## src/rtl/tmr_pkg.sv

```systemverilog
// Shared types and helpers for the timer register front end.
// Assumes 16-bit counts transferred as two bytes.
package tmr_pkg;

    localparam int BYTE_W  = 8;
    localparam int COUNT_W = 2 * BYTE_W;

    // Access type; ACC_NONE doubles as "no count snapshot pending".
    typedef enum logic [1:0] {
        ACC_NONE = 2'd0,
        ACC_LO   = 2'd1,
        ACC_HI   = 2'd2,
        ACC_WORD = 2'd3
    } acc_e;

    // Folds mode codes 6 and 7 onto 2 and 3.
    function automatic logic [2:0] fold_mode(input logic [2:0] m);
        return (m[2:1] == 2'b11) ? {1'b0, m[1:0]} : m;
    endfunction

endpackage

```

## src/rtl/tmr_cmd_decode.sv

```systemverilog
// Decodes one bus cycle into per-channel strobes.
// Assumes at most one of wr_en / rd_en is high in a cycle.
module tmr_cmd_decode #(
    parameter int NUM_CH = 3
) (
    input  logic [1:0]        addr,
    input  logic              wr_en,
    input  logic              rd_en,
    input  logic [7:0]        wdata,
    output logic [NUM_CH-1:0] ctl_wr,
    output logic [NUM_CH-1:0] cnt_req,
    output logic [NUM_CH-1:0] st_req,
    output logic [NUM_CH-1:0] data_wr,
    output logic [NUM_CH-1:0] data_rd
);
    localparam logic [1:0] CTL_ADDR = 2'd3;

    logic is_ctl;
    logic multi_cmd;

    // Control-port write and multi-channel command detection.
    always_comb begin
        is_ctl    = wr_en && (addr == CTL_ADDR);
        multi_cmd = is_ctl && (wdata[7:6] == 2'b11);
    end

    // Per-channel strobe generation.
    always_comb begin
        for (int i = 0; i < NUM_CH; i++) begin
            data_wr[i] = wr_en && (addr == 2'(i));
            data_rd[i] = rd_en && (addr == 2'(i));
            if (multi_cmd) begin
                ctl_wr[i]  = 1'b0;
                cnt_req[i] = wdata[1+i] && !wdata[5];
                st_req[i]  = wdata[1+i] && !wdata[4];
            end else begin
                ctl_wr[i]  = is_ctl && (wdata[7:6] == 2'(i)) && (wdata[5:4] != 2'b00);
                cnt_req[i] = is_ctl && (wdata[7:6] == 2'(i)) && (wdata[5:4] == 2'b00);
                st_req[i]  = 1'b0;
            end
        end
    end

endmodule

```

## src/rtl/tmr_chan_port.sv

```systemverilog
// Register state of one channel: access type, mode, BCD, byte pointers,
// count snapshot and status snapshot. Read byte is combinational; all
// side effects land on the clock edge. Assumes the decoder never raises
// a control write and a snapshot request together.
module tmr_chan_port
    import tmr_pkg::*;
(
    input  logic               clk,
    input  logic               rst_n,
    input  logic               ctl_wr,
    input  logic [5:0]         ctl_byte,
    input  logic               cnt_req,
    input  logic               st_req,
    input  logic               data_wr,
    input  logic               data_rd,
    input  logic [BYTE_W-1:0]  wdata,
    input  logic [COUNT_W-1:0] live,
    input  logic               out_lvl,
    output logic [BYTE_W-1:0]  rd_byte,
    output logic               load_stb,
    output logic [COUNT_W-1:0] load_val,
    output logic [2:0]         load_mode,
    output logic               load_bcd
);
    acc_e               acc_q;
    acc_e               lat_q;
    logic [2:0]         mode_q;
    logic               bcd_q;
    logic               wr_hi_q;
    logic               rd_hi_q;
    logic [BYTE_W-1:0]  hold_q;
    logic [COUNT_W-1:0] snap_q;
    logic [BYTE_W-1:0]  st_q;
    logic               st_vld_q;

    // Channel register update: reads, writes, commands, snapshots.
    always_ff @(posedge clk) begin
        if (!rst_n) begin
            acc_q     <= ACC_LO;
            lat_q     <= ACC_NONE;
            mode_q    <= 3'd0;
            bcd_q     <= 1'b0;
            wr_hi_q   <= 1'b0;
            rd_hi_q   <= 1'b0;
            hold_q    <= '0;
            snap_q    <= '0;
            st_q      <= '0;
            st_vld_q  <= 1'b0;
            load_stb  <= 1'b0;
            load_val  <= '0;
            load_mode <= 3'd0;
            load_bcd  <= 1'b0;
        end else begin
            load_stb <= 1'b0;
            if (data_rd) begin
                if (st_vld_q) begin
                    st_vld_q <= 1'b0;
                end else if (lat_q != ACC_NONE) begin
                    lat_q <= (lat_q == ACC_WORD) ? ACC_HI : ACC_NONE;
                end else if (acc_q == ACC_WORD) begin
                    rd_hi_q <= !rd_hi_q;
                end
            end
            if (data_wr) begin
                load_mode <= mode_q;
                load_bcd  <= bcd_q;
                case (acc_q)
                    ACC_HI: begin
                        load_stb <= 1'b1;
                        load_val <= {wdata, 8'h00};
                    end
                    ACC_WORD: begin
                        if (wr_hi_q) begin
                            load_stb <= 1'b1;
                            load_val <= {wdata, hold_q};
                        end else begin
                            hold_q <= wdata;
                        end
                        wr_hi_q <= !wr_hi_q;
                    end
                    default: begin
                        load_stb <= 1'b1;
                        load_val <= {8'h00, wdata};
                    end
                endcase
            end
            if (ctl_wr) begin
                acc_q   <= acc_e'(ctl_byte[5:4]);
                mode_q  <= fold_mode(ctl_byte[3:1]);
                bcd_q   <= ctl_byte[0];
                wr_hi_q <= 1'b0;
                rd_hi_q <= 1'b0;
            end
            if (cnt_req && (lat_q == ACC_NONE)) begin
                snap_q <= live;
                lat_q  <= acc_q;
            end
            if (st_req && !st_vld_q) begin
                st_q     <= {out_lvl, 1'b0, acc_q, mode_q, bcd_q};
                st_vld_q <= 1'b1;
            end
        end
    end

    // Read byte selection: status, then snapshot, then live count.
    always_comb begin
        if (st_vld_q) begin
            rd_byte = st_q;
        end else if (lat_q == ACC_HI) begin
            rd_byte = snap_q[15:8];
        end else if (lat_q != ACC_NONE) begin
            rd_byte = snap_q[7:0];
        end else begin
            case (acc_q)
                ACC_HI:   rd_byte = live[15:8];
                ACC_WORD: rd_byte = rd_hi_q ? live[15:8] : live[7:0];
                default:  rd_byte = live[7:0];
            endcase
        end
    end

    // A pending status byte survives every cycle without a read.
    assert_status_held_R8: assert property (@(posedge clk) disable iff (!rst_n)
        (st_vld_q && !data_rd) |=> st_vld_q);

    // A pending count snapshot is not overwritten by new requests.
    assert_snapshot_frozen_R6: assert property (@(posedge clk) disable iff (!rst_n)
        (lat_q != ACC_NONE && !data_rd) |=> $stable(snap_q));

    // A load pulse is always caused by a data write one cycle earlier.
    assert_load_after_write_R3: assert property (@(posedge clk) disable iff (!rst_n)
        load_stb |-> $past(data_wr));

    // Stored mode never holds the unfolded codes 6 or 7.
    assert_mode_folded_R2: assert property (@(posedge clk) disable iff (!rst_n)
        ctl_wr |=> (mode_q[2:1] != 2'b11));

endmodule

```

## src/rtl/tmr_regif.sv

```systemverilog
// Top of the timer register front end: decodes the bus, keeps one
// register slice per channel, muxes read data and drives gate levels.
// Assumes one bus access per cycle and NUM_CH <= 3 (2-bit address).
module tmr_regif
    import tmr_pkg::*;
#(
    parameter int NUM_CH = 3
) (
    input  logic                      clk,
    input  logic                      rst_n,
    input  logic [1:0]                addr,
    input  logic                      wr_en,
    input  logic                      rd_en,
    input  logic [7:0]                wdata,
    output logic [7:0]                rdata,
    input  logic [NUM_CH*COUNT_W-1:0] live_cnt,
    input  logic [NUM_CH-1:0]         chan_out,
    input  logic                      gate2_req,
    output logic [NUM_CH-1:0]         gate_lvl,
    output logic [NUM_CH-1:0]         load_stb,
    output logic [NUM_CH*COUNT_W-1:0] load_count,
    output logic [NUM_CH*3-1:0]       load_mode,
    output logic [NUM_CH-1:0]         load_bcd
);
    localparam int LAST_CH = NUM_CH - 1;

    logic [NUM_CH-1:0] ctl_wr, cnt_req, st_req, data_wr, data_rd;
    logic [7:0]        ch_rd [NUM_CH];
    logic              gate_last_q;

    tmr_cmd_decode #(.NUM_CH(NUM_CH)) u_dec (
        .addr    (addr),
        .wr_en   (wr_en),
        .rd_en   (rd_en),
        .wdata   (wdata),
        .ctl_wr  (ctl_wr),
        .cnt_req (cnt_req),
        .st_req  (st_req),
        .data_wr (data_wr),
        .data_rd (data_rd)
    );

    for (genvar g = 0; g < NUM_CH; g++) begin : g_ch
        tmr_chan_port u_ch (
            .clk       (clk),
            .rst_n     (rst_n),
            .ctl_wr    (ctl_wr[g]),
            .ctl_byte  (wdata[5:0]),
            .cnt_req   (cnt_req[g]),
            .st_req    (st_req[g]),
            .data_wr   (data_wr[g]),
            .data_rd   (data_rd[g]),
            .wdata     (wdata),
            .live      (live_cnt[g*COUNT_W +: COUNT_W]),
            .out_lvl   (chan_out[g]),
            .rd_byte   (ch_rd[g]),
            .load_stb  (load_stb[g]),
            .load_val  (load_count[g*COUNT_W +: COUNT_W]),
            .load_mode (load_mode[g*3 +: 3]),
            .load_bcd  (load_bcd[g])
        );
    end

    // Read data mux; the control address reads as all ones.
    always_comb begin
        rdata = 8'hFF;
        for (int i = 0; i < NUM_CH; i++) begin
            if (addr == 2'(i)) rdata = ch_rd[i];
        end
    end

    // Last channel's gate follows its request; it starts low.
    always_ff @(posedge clk) begin
        if (!rst_n) gate_last_q <= 1'b0;
        else        gate_last_q <= gate2_req;
    end

    // Gate levels: all channels high except the last one.
    always_comb begin
        gate_lvl          = '1;
        gate_lvl[LAST_CH] = gate_last_q;
    end

    // Only one channel receives a load pulse per cycle.
    assert_one_load_R3: assert property (@(posedge clk) disable iff (!rst_n)
        $onehot0(load_stb));

    // The last channel's gate tracks its request one cycle later.
    assert_gate_follow_R11: assert property (@(posedge clk) disable iff (!rst_n)
        gate2_req |=> gate_lvl[LAST_CH]);

endmodule

```

## config.mk

```make
export PLATFORM = sky130hd
export DESIGN_NAME = tmr_regif
export DESIGN_NICKNAME = d
export VERILOG_FILES = /design/src/rtl/tmr_pkg.sv /design/src/rtl/tmr_cmd_decode.sv /design/src/rtl/tmr_chan_port.sv /design/src/rtl/tmr_regif.sv
export SDC_FILE = /design/constraint.sdc
export NUM_CORES = 1
export LEC_CHECK = 0
export BUFFER_PORTS_ARGS = -buffer_cell sky130_fd_sc_hd__buf_2
export CORE_ASPECT_RATIO = 0.5
export CORE_MARGIN = 1.5
export CORE_UTILIZATION = 28
export DETAILED_ROUTE_END_ITERATION = 12
export PLACE_DENSITY = 0.48
export SLEW_MARGIN = 20
export SYNTH_ARGS = -nofsm -noshare
export SYNTH_HDL_FRONTEND = slang
export SYNTH_SLANG_ARGS = --single-unit
```

## constraint.sdc

```tcl
create_clock -name clk -period 2.89 [get_ports clk]
set_clock_uncertainty 0.1 [all_clocks]
set_input_delay 0.4335 -clock clk [delete_from_list [all_inputs] [get_ports clk]]
set_output_delay 0.4335 -clock clk [all_outputs]
set_load 0.05 [all_outputs]
```

**Yosys cells after proc, flatten, opt, wreduce, memory -nomap -nowiden**

Cells that the tools add are included.

- Equality and inequality tests: 25
- Muxes and demuxes: 61
- Bitwise operators: 10
- Reductions and logical operators: 80

Operator list:

| kind | number |
|---|---|
| $mux W8 | 15 |
| $pmux W16 S2 | 3 |
| $mux W16 | 3 |
| $pmux W8 S2 | 3 |
| $eq A2 B2 Y1 const B | 17 |
| $mux W2 | 15 |
| $logic_and A1 B1 Y1 | 29 |
| $reduce_bool A2 Y1 | 13 |
| $mux W1 | 21 |
| $reduce_and A2 Y1 | 9 |
| $reduce_and A3 Y1 | 6 |
| $logic_not A2 Y1 | 6 |
| $reduce_and A4 Y1 | 3 |
| $logic_not A1 Y1 | 11 |
| $not A1 Y1 | 10 |
| $ne A2 B1 Y1 const B | 3 |
| $ne A2 B2 Y1 const B | 3 |
| $reduce_or A2 Y1 | 3 |
| $eq A2 B1 Y1 const B | 2 |
| $mux W3 | 1 |

- Flip-flop bits (word level): 190
- Input bits: 66
- Output and inout bits: 74
- Logic and storage cells: 219

**Longest topological paths before layout**

- Depth after elaboration: 8
- Mapped depth: 8
- Gate-level depth less buffers: 5

**Hierarchy**

From an unflattened synthesis, not the netlist that was laid out.

- Cells, all modules: 1062
- Area, all modules: 9325.2 um2

Modules (own cells, without submodules):

| module | instances | cells an instance | area each (um2) | sequential area each (um2) |
|---|---|---|---|---|
| tmr_chan_port | 3 | 335 | 2946.6 | 1261.2 |
| tmr_regif | 1 | 26 | 244.0 | 20.0 |
| tmr_cmd_decode | 1 | 31 | 241.5 | 0.0 |

**Least setup slack after synthesis**

Ideal clock, no wire load.

- Path kind: reg-to-output
- Start point: register g_ch[0].u_ch.acc_q[0]
- End point: output port rdata[3]
- Arrival time: 2.597 ns
- Required time: 2.357 ns
- Slack: -0.241 ns
- Stages on the path, launching flop included: 6
- Buffers on the path: 0
- Path through: dfxtp_1 -> nand2b_1 -> nand2_1 -> a211oi_1 -> o311a_1 -> nor4_1

- Word-level cells in the longest chain between the ends: 8
- Elaborated cells on any way between the ends: 9
- Those cells by class: eq/ne (2); mux (7)

Ends and longest elaborated chain:

| item | RTL line | RTL |
|---|---|---|
| start, declared | tmr_chan_port.sv:25 | `acc_e acc_q;` |
| start signal, assigned | tmr_chan_port.sv:88 | `acc_q <= acc_e'(ctl_byte[5:4]);` |
| $eq A2 B2 Y1 | tmr_chan_port.sv:114 | `case (acc_q)` |
| $pmux W8 S2 * | tmr_chan_port.sv:114 |  |
| $mux W8 * | tmr_chan_port.sv:111 | `end else if (lat_q != ACC_NONE) begin` |
| $mux W8 * | tmr_chan_port.sv:109 | `end else if (lat_q == ACC_HI) begin` |
| $mux W8 * | tmr_chan_port.sv:107 | `if (st_vld_q) begin` |
| $mux W8 * (3 in series) | tmr_regif.sv:68 | `if (addr == 2'(i)) rdata = ch_rd[i];` |
| end, declared | tmr_regif.sv:15 | `output logic [7:0] rdata,` |

Mark *: on every way between the ends. The rest lies on a longest branch, timed or not.

**Final worst setup path**

- Start point: register g_ch[2].u_ch.acc_q[0]
- End point: output port rdata[0]

- Word-level cells in the longest chain between the ends: 6
- Elaborated cells on any way between the ends: 7
- Those cells by class: eq/ne (2); mux (5)

Ends and longest elaborated chain:

| item | RTL line |
|---|---|
| start, declared | tmr_chan_port.sv:25 |
| start signal, assigned | tmr_chan_port.sv:88 |
| $eq A2 B2 Y1 | tmr_chan_port.sv:114 |
| $pmux W8 S2 * | tmr_chan_port.sv:114 |
| $mux W8 * | tmr_chan_port.sv:111 |
| $mux W8 * | tmr_chan_port.sv:109 |
| $mux W8 * | tmr_chan_port.sv:107 |
| $mux W8 * | tmr_regif.sv:68 |

Marks and branches as above.

==> summary.md <==
| Metric | Value |
|---|---|
| Status | finished clean |
| Clock Path Buffers | 2 |
| Remaining global-route overflow | 0 |
| Slew margin rel. | 54.7% |
| Initial core utilization | 28.6% |
| Nets@finish | 1,137 |
| Pre-Repair DR Iteration Count | 5 |
| Detail Route Antenna Nets | 0 |
| Pins Over Slew Limit | 0 |
| Routability Congestion | 0.873 |
| EDFF count, synth | 0 |
| Pwr Density | 552 nW/um^2 |
| Worst EP required | 2360 ps |
| Initial antenna violation count | 1 |
| Final hold vios | 0 |
| CP delay by family, top | compound AO/OA/AOI/OAI gates |
| First-pass GRT wire length | 40,000 um |
| VDD IR max | 0.000398 V |
| Clock transition at the registers of the reported paths | 80 ps |
| Die Height | 125 um |
| CTS tree | done |
| Slew @ Worst Pin | 678 ps |
| HP Class | primary input to register |
| Number of global-route vias before repair | 6,766 |
| Post-place setup slack | 245 ps |
| Layout cells sized above 1 | 21.8% |
| CP endpoint kind | output port |
| Most frequent cells in the layout | 186 x dfxtp_1, 161 x nor2_1, 133 x buf_2, 112 x mux2i_1, 92 x nand2_1 |
| Post-route clock period utilization | 96.6% |
| Dominant synthesized flop cell | dfxtp_1 |
| Final setup fails | 0 |
| Seq/Total Area, Yosys | 45.7% |
| RSZ-0062 raised after global routing | no |
| Cts bufs inserted | 17 |
| Cells after Synth | 967 |
| Crit path buffers/inverters | 3 |
| Tot GR Track Use | 16.9% |
| Number of warnings issued by yosys | 0 |
| Commonest non-fill, non-tap cell in the layout | dfxtp_1 |
| Data arrival, critical path | 2260 ps |
| Port bufs | 137 |
| Unique cell type count in the Yosys netlist | 58 |
| Final WL | 25,700 um |
| Worst-path fanout max | 6 |
| Max Clk Rate | 358 MHz |
| Final core utilization | 34.5% |
| Num ports | 140 |
| CP Class | register to output port |
| Pin count of the biggest net entering global routing | 60 |
| Mean post-synth cell area | 8.61 um^2 |
| Leakage power | 0.00393 uW |
| Area contributors post-synth | dfxtp_1 46%, mux2i_1 13%, nor2_1 7.3%, nand2_1 4.2%, a21oi_1 4.1% |
| Drt wl/cell | 17.4 um |
| Post-synth top area cell | dfxtp_1 |
| Root buf cell | clkbuf_16 |
| Startpoint Class | register |
| Total via count in the routed design | 7,232 |
| Slowest CP cell | dfxtp_2 |
| Final min period | 2790 ps |
| Synth-to-layout area growth | 20.6% |
| CP Cell Sequence | inv_1 > o21ai_4 > buf_6 > mux2i_1 > o21ai_0 > a221o_1 > buf_2 |
| Initial drt markers | 522 |
| Post-route DRC | 0 |
| Setup tns final | 0 ps |
| Worst path max stage delay | 400 ps |
| Core area | 29,100 um^2 |
| Post-CTS setup buffers | 0 |
| DP Wirelength | 18,800 um |
| Design area | 10,000 um^2 |
| Std cell rows | 44 |
| Placed inst area | 9370 um^2 |
| Via density | 4.90 |
| TritonCTS Sinks | 190 |
| Top cell type's share of synthesized area | 45.7% |
| Die ar. | 30,800 um^2 |
| Die width | 247 um |
| H-tree Lvls | 4 |
| Synth Cell Area | 8330 um^2 |
| Async SR Flop Fraction | 0% |
| Number of synthesized register bits | 190 |
| Clk_lat worst skew | 450 ps |
| Worst setup margin | 97.6 ps |
| Max-Cap Viols | 0 |
[worst register-to-register path, cell delays in order (launching register included)]
cell,delay [ps]
dfxtp_1,390
buf_4,270
nand2_1,170
nor2_1,180
or2_1,570
a221oi_1,160
nor3_1,160
[worst paths after layout]
kind | from | to | slack, ps | cells past startpoint
max | g_ch[2].u_ch.acc_q[0] | rdata[0] | 100 | 7
min reg2reg | g_ch[0].u_ch.load_val[11] | g_ch[0].u_ch.load_val[11] | 350 | 2
min | gate2_req | gate_last_q | 90 | 2
max reg2reg | g_ch[1].u_ch.acc_q[1] | g_ch[1].u_ch.load_val[2] | 820 | 6
[where the power goes]
group          leakage, uW  total, uW  switching, uW  internal (uW)
logic              0.00210        524            375            149
clock network     0.000291       2350           1190           1170
registers          0.00153       2660           18.5           2640
total              0.00393       5540           1580           3960
[routing by layer]
metal  vias up  share of wire [%]  track usage (%)
met2       166                 46             26.6
met4         0                1.6             4.27
met5         -                  0                0
met3        31                3.9             3.69
li1       3559                  -                -
met1      3476                 49             23.4
[cell type report]
class,instances,area (um^2)
fillers,3017,19100
multi-input cells,673,4100
flip-flops and latches,190,3810
repair buffers,169,968
well taps,391,489
clock buffers,17,425
clock inverters,15,174
inverters,20,77.6
diodes,1,2.50
[flip-flops by register name, indices dropped and copies added (netlist names), 6 cells and up]
signal               flops
g_ch.u_ch.acc_q          6
g_ch.u_ch.hold_q        24
g_ch.u_ch.lat_q          6
g_ch.u_ch.load_mode      9
g_ch.u_ch.load_val      48
g_ch.u_ch.mode_q         9
g_ch.u_ch.snap_q        48
g_ch.u_ch.st_q          21
[stage by stage]
step                      hold WS (ps)  std cells  total power, uW
after global routing              76.2       1475             5760
final                             87.4       1476             5540
after global placement             339       1443             3240
after detailed placement           340       1443             3240
after CTS                         74.0       1475             5600
after floorplan                    337        968             3050
[kinds of logic after synthesis]
family,Yosys count,share of synthesized area [%]
AOI/OAI and AO/OA,170,13.5
xor gates and xnor gates,4,0.421
buffers and inverters,105,5.86
DFF,190,45.7
muxes,119,14.4
other,1,0.0450
and+or+nand+nor,378,20.1
[synth_stat cells (3+ instances only)]
cell type / n
nor2b_1: 10
o31ai_1: 4
a31oi_1: 5
buf_4: 13
a221o_1: 4
nand2b_1: 8
xor2_1: 3
o211ai_1: 8
a211o_1: 4
nand3_1: 37
o21ai_0: 16
dfxtp_1: 190
nor4_1: 3
a22oi_1: 4
inv_1: 17
nand2_1: 94
buf_2: 24
o22ai_1: 6
a211oi_1: 6
nor2_2: 3
o32ai_1: 3
and3_1: 9
and2_1: 3
mux2_2: 7
nand4_1: 3
nor3_1: 30
nor2_1: 162
a221oi_1: 26
mux2i_1: 112
a21oi_1: 69
nor3b_1: 4
clkbuf_1: 44
[repair_timing]
action	in CTS	in global routing
endpoints found under the setup margin	8	8
pin swaps	0	2
gates resized for setup	10	12
hold buffers	0	0
(Power assumes the default switching activity.)
